===== config.mk =====
export PLATFORM = sky130hd
export DESIGN_NAME = alarm_ctrl
export DESIGN_NICKNAME = d
export VERILOG_FILES = /design/src/rtl/alarm_pkg.sv /design/src/rtl/alarm_tick_gen.sv /design/src/rtl/alarm_minute_ctr.sv /design/src/rtl/alarm_fsm.sv /design/src/rtl/alarm_ctrl.sv
export SDC_FILE = /design/constraint.sdc
export NUM_CORES = 1
export LEC_CHECK = 0
export ABC_CLOCK_PERIOD_IN_PS = 3600
export BUFFER_PORTS_ARGS = -buffer_cell sky130_fd_sc_hd__buf_2
export CORE_MARGIN = 2
export CORE_UTILIZATION = 25
export CTS_CLUSTER_DIAMETER = 50
export DETAILED_ROUTE_END_ITERATION = 16
export PLACE_DENSITY = 0.41
export SETUP_SLACK_MARGIN = 0.3
export SYNTH_ARGS = -nofsm -noshare
export SYNTH_HDL_FRONTEND = slang
export SYNTH_SLANG_ARGS = --single-unit

===== constraint.sdc =====
create_clock -name clk -period 3.6 [get_ports clk]
set_input_delay 0.36 -clock clk [delete_from_list [all_inputs] [get_ports clk]]
set_output_delay 0.36 -clock clk [all_outputs]
set_load 0.01 [all_outputs]

===== src/rtl/alarm_pkg.sv =====
package alarm_pkg;
  // One-hot state codes of the controller
  typedef enum logic [2:0] {
    ST_IDLE   = 3'b001,
    ST_RING   = 3'b010,
    ST_SNOOZE = 3'b100
  } alm_state_e;

  // Increment modulo lim
  function automatic int unsigned wrap_inc(input int unsigned v, input int unsigned lim);
    return (v + 1 >= lim) ? 0 : v + 1;
  endfunction

  // Cycles spent in the snooze state
  function automatic int unsigned snooze_cycles(input int unsigned mins, input int unsigned ticks);
    return mins * ticks;
  endfunction
endpackage


===== src/rtl/alarm_tick_gen.sv =====
module alarm_tick_gen #(
  parameter int TICKS_PER_MIN = 1
) (
  input  logic clk,
  input  logic rst_n,
  output logic tick
);
  localparam int W = (TICKS_PER_MIN > 1) ? $clog2(TICKS_PER_MIN) : 1;
  logic [W-1:0] cnt_q;

  assign tick = (cnt_q == W'(TICKS_PER_MIN - 1));

  always_ff @(posedge clk) begin
    if (!rst_n)     cnt_q <= '0;
    else if (tick)  cnt_q <= '0;
    else            cnt_q <= cnt_q + 1'b1;
  end
endmodule


===== src/rtl/alarm_minute_ctr.sv =====
module alarm_minute_ctr #(
  parameter int MIN_PER_DAY = 1440,
  localparam int MIN_W = $clog2(MIN_PER_DAY)
) (
  input  logic             clk,
  input  logic             rst_n,
  input  logic             tick,
  output logic [MIN_W-1:0] min_q,
  output logic             min_new
);
  logic [MIN_W-1:0] min_d;

  assign min_d = MIN_W'(alarm_pkg::wrap_inc(32'(min_q), MIN_PER_DAY));

  always_ff @(posedge clk) begin
    if (!rst_n) begin
      min_q   <= '0;
      min_new <= 1'b0;
    end else begin
      min_new <= tick;
      if (tick) min_q <= min_d;
    end
  end
endmodule


===== src/rtl/alarm_fsm.sv =====
module alarm_fsm
  import alarm_pkg::*;
#(
  parameter int TICKS_PER_MIN = 1,
  parameter int SNOOZE_MIN    = 5
) (
  input  logic       clk,
  input  logic       rst_n,
  input  logic       arm_en,
  input  logic       stop_in,
  input  logic       snooze_rise,
  input  logic       match_evt,
  output alm_state_e state_q,
  output logic       snz_done,
  output logic       alarm_on
);
  localparam int SNZ_CYC = snooze_cycles(SNOOZE_MIN, TICKS_PER_MIN);
  localparam int SW      = $clog2(SNZ_CYC + 1);

  alm_state_e    state_d;
  logic [SW-1:0] snz_cnt;

  assign snz_done = (state_q == ST_SNOOZE) && (snz_cnt == '0);
  assign alarm_on = (state_q == ST_RING);

  always_comb begin
    state_d = state_q;
    if (!arm_en || stop_in) state_d = ST_IDLE;
    else begin
      unique case (state_q)
        ST_IDLE:   if (match_evt)   state_d = ST_RING;
        ST_RING:   if (snooze_rise) state_d = ST_SNOOZE;
        ST_SNOOZE: if (snz_done)    state_d = ST_RING;
        default:                    state_d = ST_IDLE;
      endcase
    end
  end

  always_ff @(posedge clk) begin
    if (!rst_n) begin
      state_q <= ST_IDLE;
      snz_cnt <= '0;
    end else begin
      state_q <= state_d;
      if (state_q != ST_SNOOZE && state_d == ST_SNOOZE) snz_cnt <= SW'(SNZ_CYC - 1);
      else if (state_d != ST_SNOOZE)                    snz_cnt <= '0;
      else                                              snz_cnt <= snz_cnt - 1'b1;
    end
  end
endmodule


===== src/rtl/alarm_ctrl.sv =====
module alarm_ctrl
  import alarm_pkg::*;
#(
  parameter int TICKS_PER_MIN = 1,
  parameter int MIN_PER_DAY   = 1440,
  parameter int SNOOZE_MIN    = 5,
  localparam int MIN_W = $clog2(MIN_PER_DAY)
) (
  input  logic             clk,
  input  logic             rst_n,
  input  logic             arm_en,
  input  logic             snooze_in,
  input  logic             stop_in,
  input  logic [MIN_W-1:0] wake_time,
  output logic             alarm_on
);
  logic             min_tick;
  logic [MIN_W-1:0] min_q;
  logic             min_new;
  logic             snz_q;
  logic             snooze_rise;
  logic             match_evt;
  logic             snz_done;
  alm_state_e       state_q;

  alarm_tick_gen #(.TICKS_PER_MIN(TICKS_PER_MIN)) u_tick (
    .clk(clk), .rst_n(rst_n), .tick(min_tick));

  alarm_minute_ctr #(.MIN_PER_DAY(MIN_PER_DAY)) u_min (
    .clk(clk), .rst_n(rst_n), .tick(min_tick), .min_q(min_q), .min_new(min_new));

  always_ff @(posedge clk) begin
    if (!rst_n) snz_q <= 1'b0;
    else        snz_q <= snooze_in;
  end

  assign snooze_rise = snooze_in & ~snz_q;
  assign match_evt   = min_new && (min_q == wake_time);

  alarm_fsm #(.TICKS_PER_MIN(TICKS_PER_MIN), .SNOOZE_MIN(SNOOZE_MIN)) u_fsm (
    .clk(clk), .rst_n(rst_n), .arm_en(arm_en), .stop_in(stop_in),
    .snooze_rise(snooze_rise), .match_evt(match_evt),
    .state_q(state_q), .snz_done(snz_done), .alarm_on(alarm_on));
endmodule


==> results.toml <==
[critical_path]
critPathRequiredTime_ns = 3.80
max_stage_delay_ns = 0.58
crit_path_top_delay_cell = "a2111oi_4"
r2r_end = "u_min.min_q[0]"
path_buf_inv = 0
arrival_ns = 2.54
path_cells = "ha_1 > nand3_2 > nor4_2 > xor2_1 > a2111oi_4 > or2_1 > mux2_2"
r2r_cells = 7
critPathKind = "reg2reg"
cp-start-kind = "flip-flop"
rrSetupSlack_ns = 1.27
crit_fanout = 9
cp_top_family = "simple AND/OR/NAND/NOR gates"
critical_path_depth = 7
r2r-start = "u_min.min_q[0]"
cp-end-kind = "flip-flop"

[logic_synthesis]
avgSynthCellArea_sq_um = 8.16
synth_edf_count = 0
synth.distinct_cells = 41
ys_seq_elements = 20
syn_inst = 151
ys_seq_area_share_pct = 32.5
synth-async-reset-ratio_pct = 0
synth_flop_cell = "dfxtp_1"
syn_area_sq_um = 1230
yosysTopAreaCell = "dfxtp_1"
syn-num-nets = 171
synth-warning-count = 0
yosysTopAreaCellShare_pct = 32.5
synthTopCellsByArea = "dfxtp_1 (32%), xnor2_1 (8.5%), nand2_1 (5.5%)"

[clock_network]
clock_latency_ns = 0.26
path_clk_slew_ns = 0.07
clock_sinks = 20
numCtsBuffers = 3
cts-root-buf = "clkbuf_8"
htree_levels = 1
cts_tree = "done"
holdBufCountCts = 0
post_cts_buffers = 0
clock_tree.buffer_depth = 2
post_cts_resize_count = 0

[run_status]
status = "finished, final reports clean"

[floorplanning]
fp.dieW_um = 74.2
fp-row-count = 25
die_area_sq_um = 5510
die_y_um = 74.2
core_sq_um = 4720
start_util_pct = 26.1
num_io_pins = 17

[final_layout]
n_antenna_cell = 0
nets = 185
nFillCells = 522
synthToLayoutAreaGrowth_pct = 14.0
layout-drive-gt1-share_pct = 18.3

[timing]
grt_setup_unrepaired = "false"
tightest_slew_ns = 0.670
slew-limit-headroom_pct = 54.1
drv_slew = 0
max_freq_mhz = 428
setup_tns_ns = 0
min_period_over_period_pct = 64.8
clock-skew-final_ns = 0.00690
finalHoldViolCount = 0
setup_violations = 0
period_minus_slack_ns = 2.33

[place]
io_buffers = 16
gp_congestion = 0.775
post-dp-hpwl_um = 2070

[drt]
remaining_drc_errors = 0
vias = 1010
wl_per_cell_um = 11.4
drt_iter0_markers = 40
wirelength_um = 2640
routed_via_density = 4.37
final_antenna_net_count = 0
dr.pass1.iters = 4

[hold_path]
min_to = "snz_q"
holdPathStages = 2
worstHoldPathType = "in2reg"
min_from = "snooze_in"

[global_routing]
grt.overflow.total = 0
grt_pass1_wl_um = 4580
antenna_found_initial = 0
grt.total_usage_pct = 10.8
grt_pass1_vias = 994
grt_max_degree = 12

[job]
drv_cap = 0

[pwr]
ir_drop_v = 0.000160
power_w = 0.000464
powerDensity_nw_per_um2 = 330
leakagePower_nw = 0.541
-- worst max path at each step --
stage	from	endpoint	slack, ns
6_report	u_min.min_q[0]	u_min.min_q[0]	1.27
5_1_grt	u_min.min_q[0]	u_min.min_q[0]	1.06
4_1_cts	u_min.min_q[0]	u_min.min_q[0]	1.25
3_5_place_dp	u_min.min_q[0]	u_min.min_q[0]	1.27
3_3_place_gp	u_min.min_q[0]	u_min.min_q[0]	1.32
2_1_floorplan	u_min.min_q[0]	u_min.min_q[0]	1.51
-- cell usage after synthesis, types with 4 or more instances --
master   instances
dfxtp_1         20
nand2_1         18
nor2_1          17
xnor2_1         12
inv_1           10
a21oi_1          7
o22ai_1          6
and2_1           5
nor2b_1          5
ha_1             4
nand3_1          4
nand4_1          4
-- area by class of cell --
class / count / area, sq um / area share [%]
clock buffers: 4 / 55.1 / 3.92
inverters: 10 / 37.5 / 2.67
multi-input cells: 114 / 748 / 53.3
flip-flops and latches: 20 / 400 / 28.5
well taps: 67 / 83.8 / 5.97
repair buffers: 16 / 80.1 / 5.70
-- power by group --
part	internal (W)	switching (W)	total [W]
combinational	0.0000269	0.0000219	0.0000488
sequential	0.000229	0.0000141	0.000244
clock	0.0000973	0.0000739	0.000171
-- metal layers --
metal	part of all wire, %	global-route usage, %	vias to the layer above	wire [um]
li1	-	-	535	-
met4	1.3	4.37	0	34
met5	0	0	-	0
met1	45	12.9	451	1170
met2	51	18.8	22	1350
met3	2.8	2.44	2	75
-- kinds of logic after synthesis --
family,synth area share (%)
simple gates,29.6
compound gates,14.9
flops,32.5
buf+inv,6.80
xor+xnor,9.24
fa+ha+maj,4.06
mux,2.54
other cells,0.304
-- metrics by stage --
step / hold slack [ns] / cells / util (%) / setup WS (ns) / area, sq um
after global placement: 0.408 / 227 / 28.6 / 1.32 / 1350
after global routing: 0.348 / 231 / 29.7 / 1.06 / 1410
final: 0.349 / 231 / 29.7 / 1.27 / 1410
after detailed placement: 0.425 / 227 / 28.6 / 1.27 / 1350
after floorplan: 0.400 / 151 / - / 1.51 / 1230
after CTS: 0.343 / 231 / 29.7 / 1.25 / 1410
-- cell usage in the layout, fill, tap and decap left out, types with 4 or more instances in the layout --
| cell type | synthesis | routed |
|---|---|---|
| o22ai_1 | 6 | 6 |
| dfxtp_1 | 20 | 20 |
| nand4_1 | 4 | 4 |
| xnor2_1 | 12 | 12 |
| nor2_1 | 17 | 17 |
| clkbuf_8 | 0 | 4 |
| buf_2 | 1 | 16 |
| and2_1 | 5 | 5 |
| inv_1 | 10 | 10 |
| ha_1 | 4 | 4 |
| a21oi_1 | 7 | 7 |
| nand3_1 | 4 | 4 |
| nor2b_1 | 5 | 5 |
| nand2_1 | 18 | 18 |
-- state kept, by name (all words and copies together), names as in the netlist --
signal	flops
u_fsm.snz_cnt	3
u_fsm.state_q	3
snz_q	1
u_min.min_q	11
u_min.min_new	1
u_tick.cnt_q	1
(Power assumes the default switching activity.)
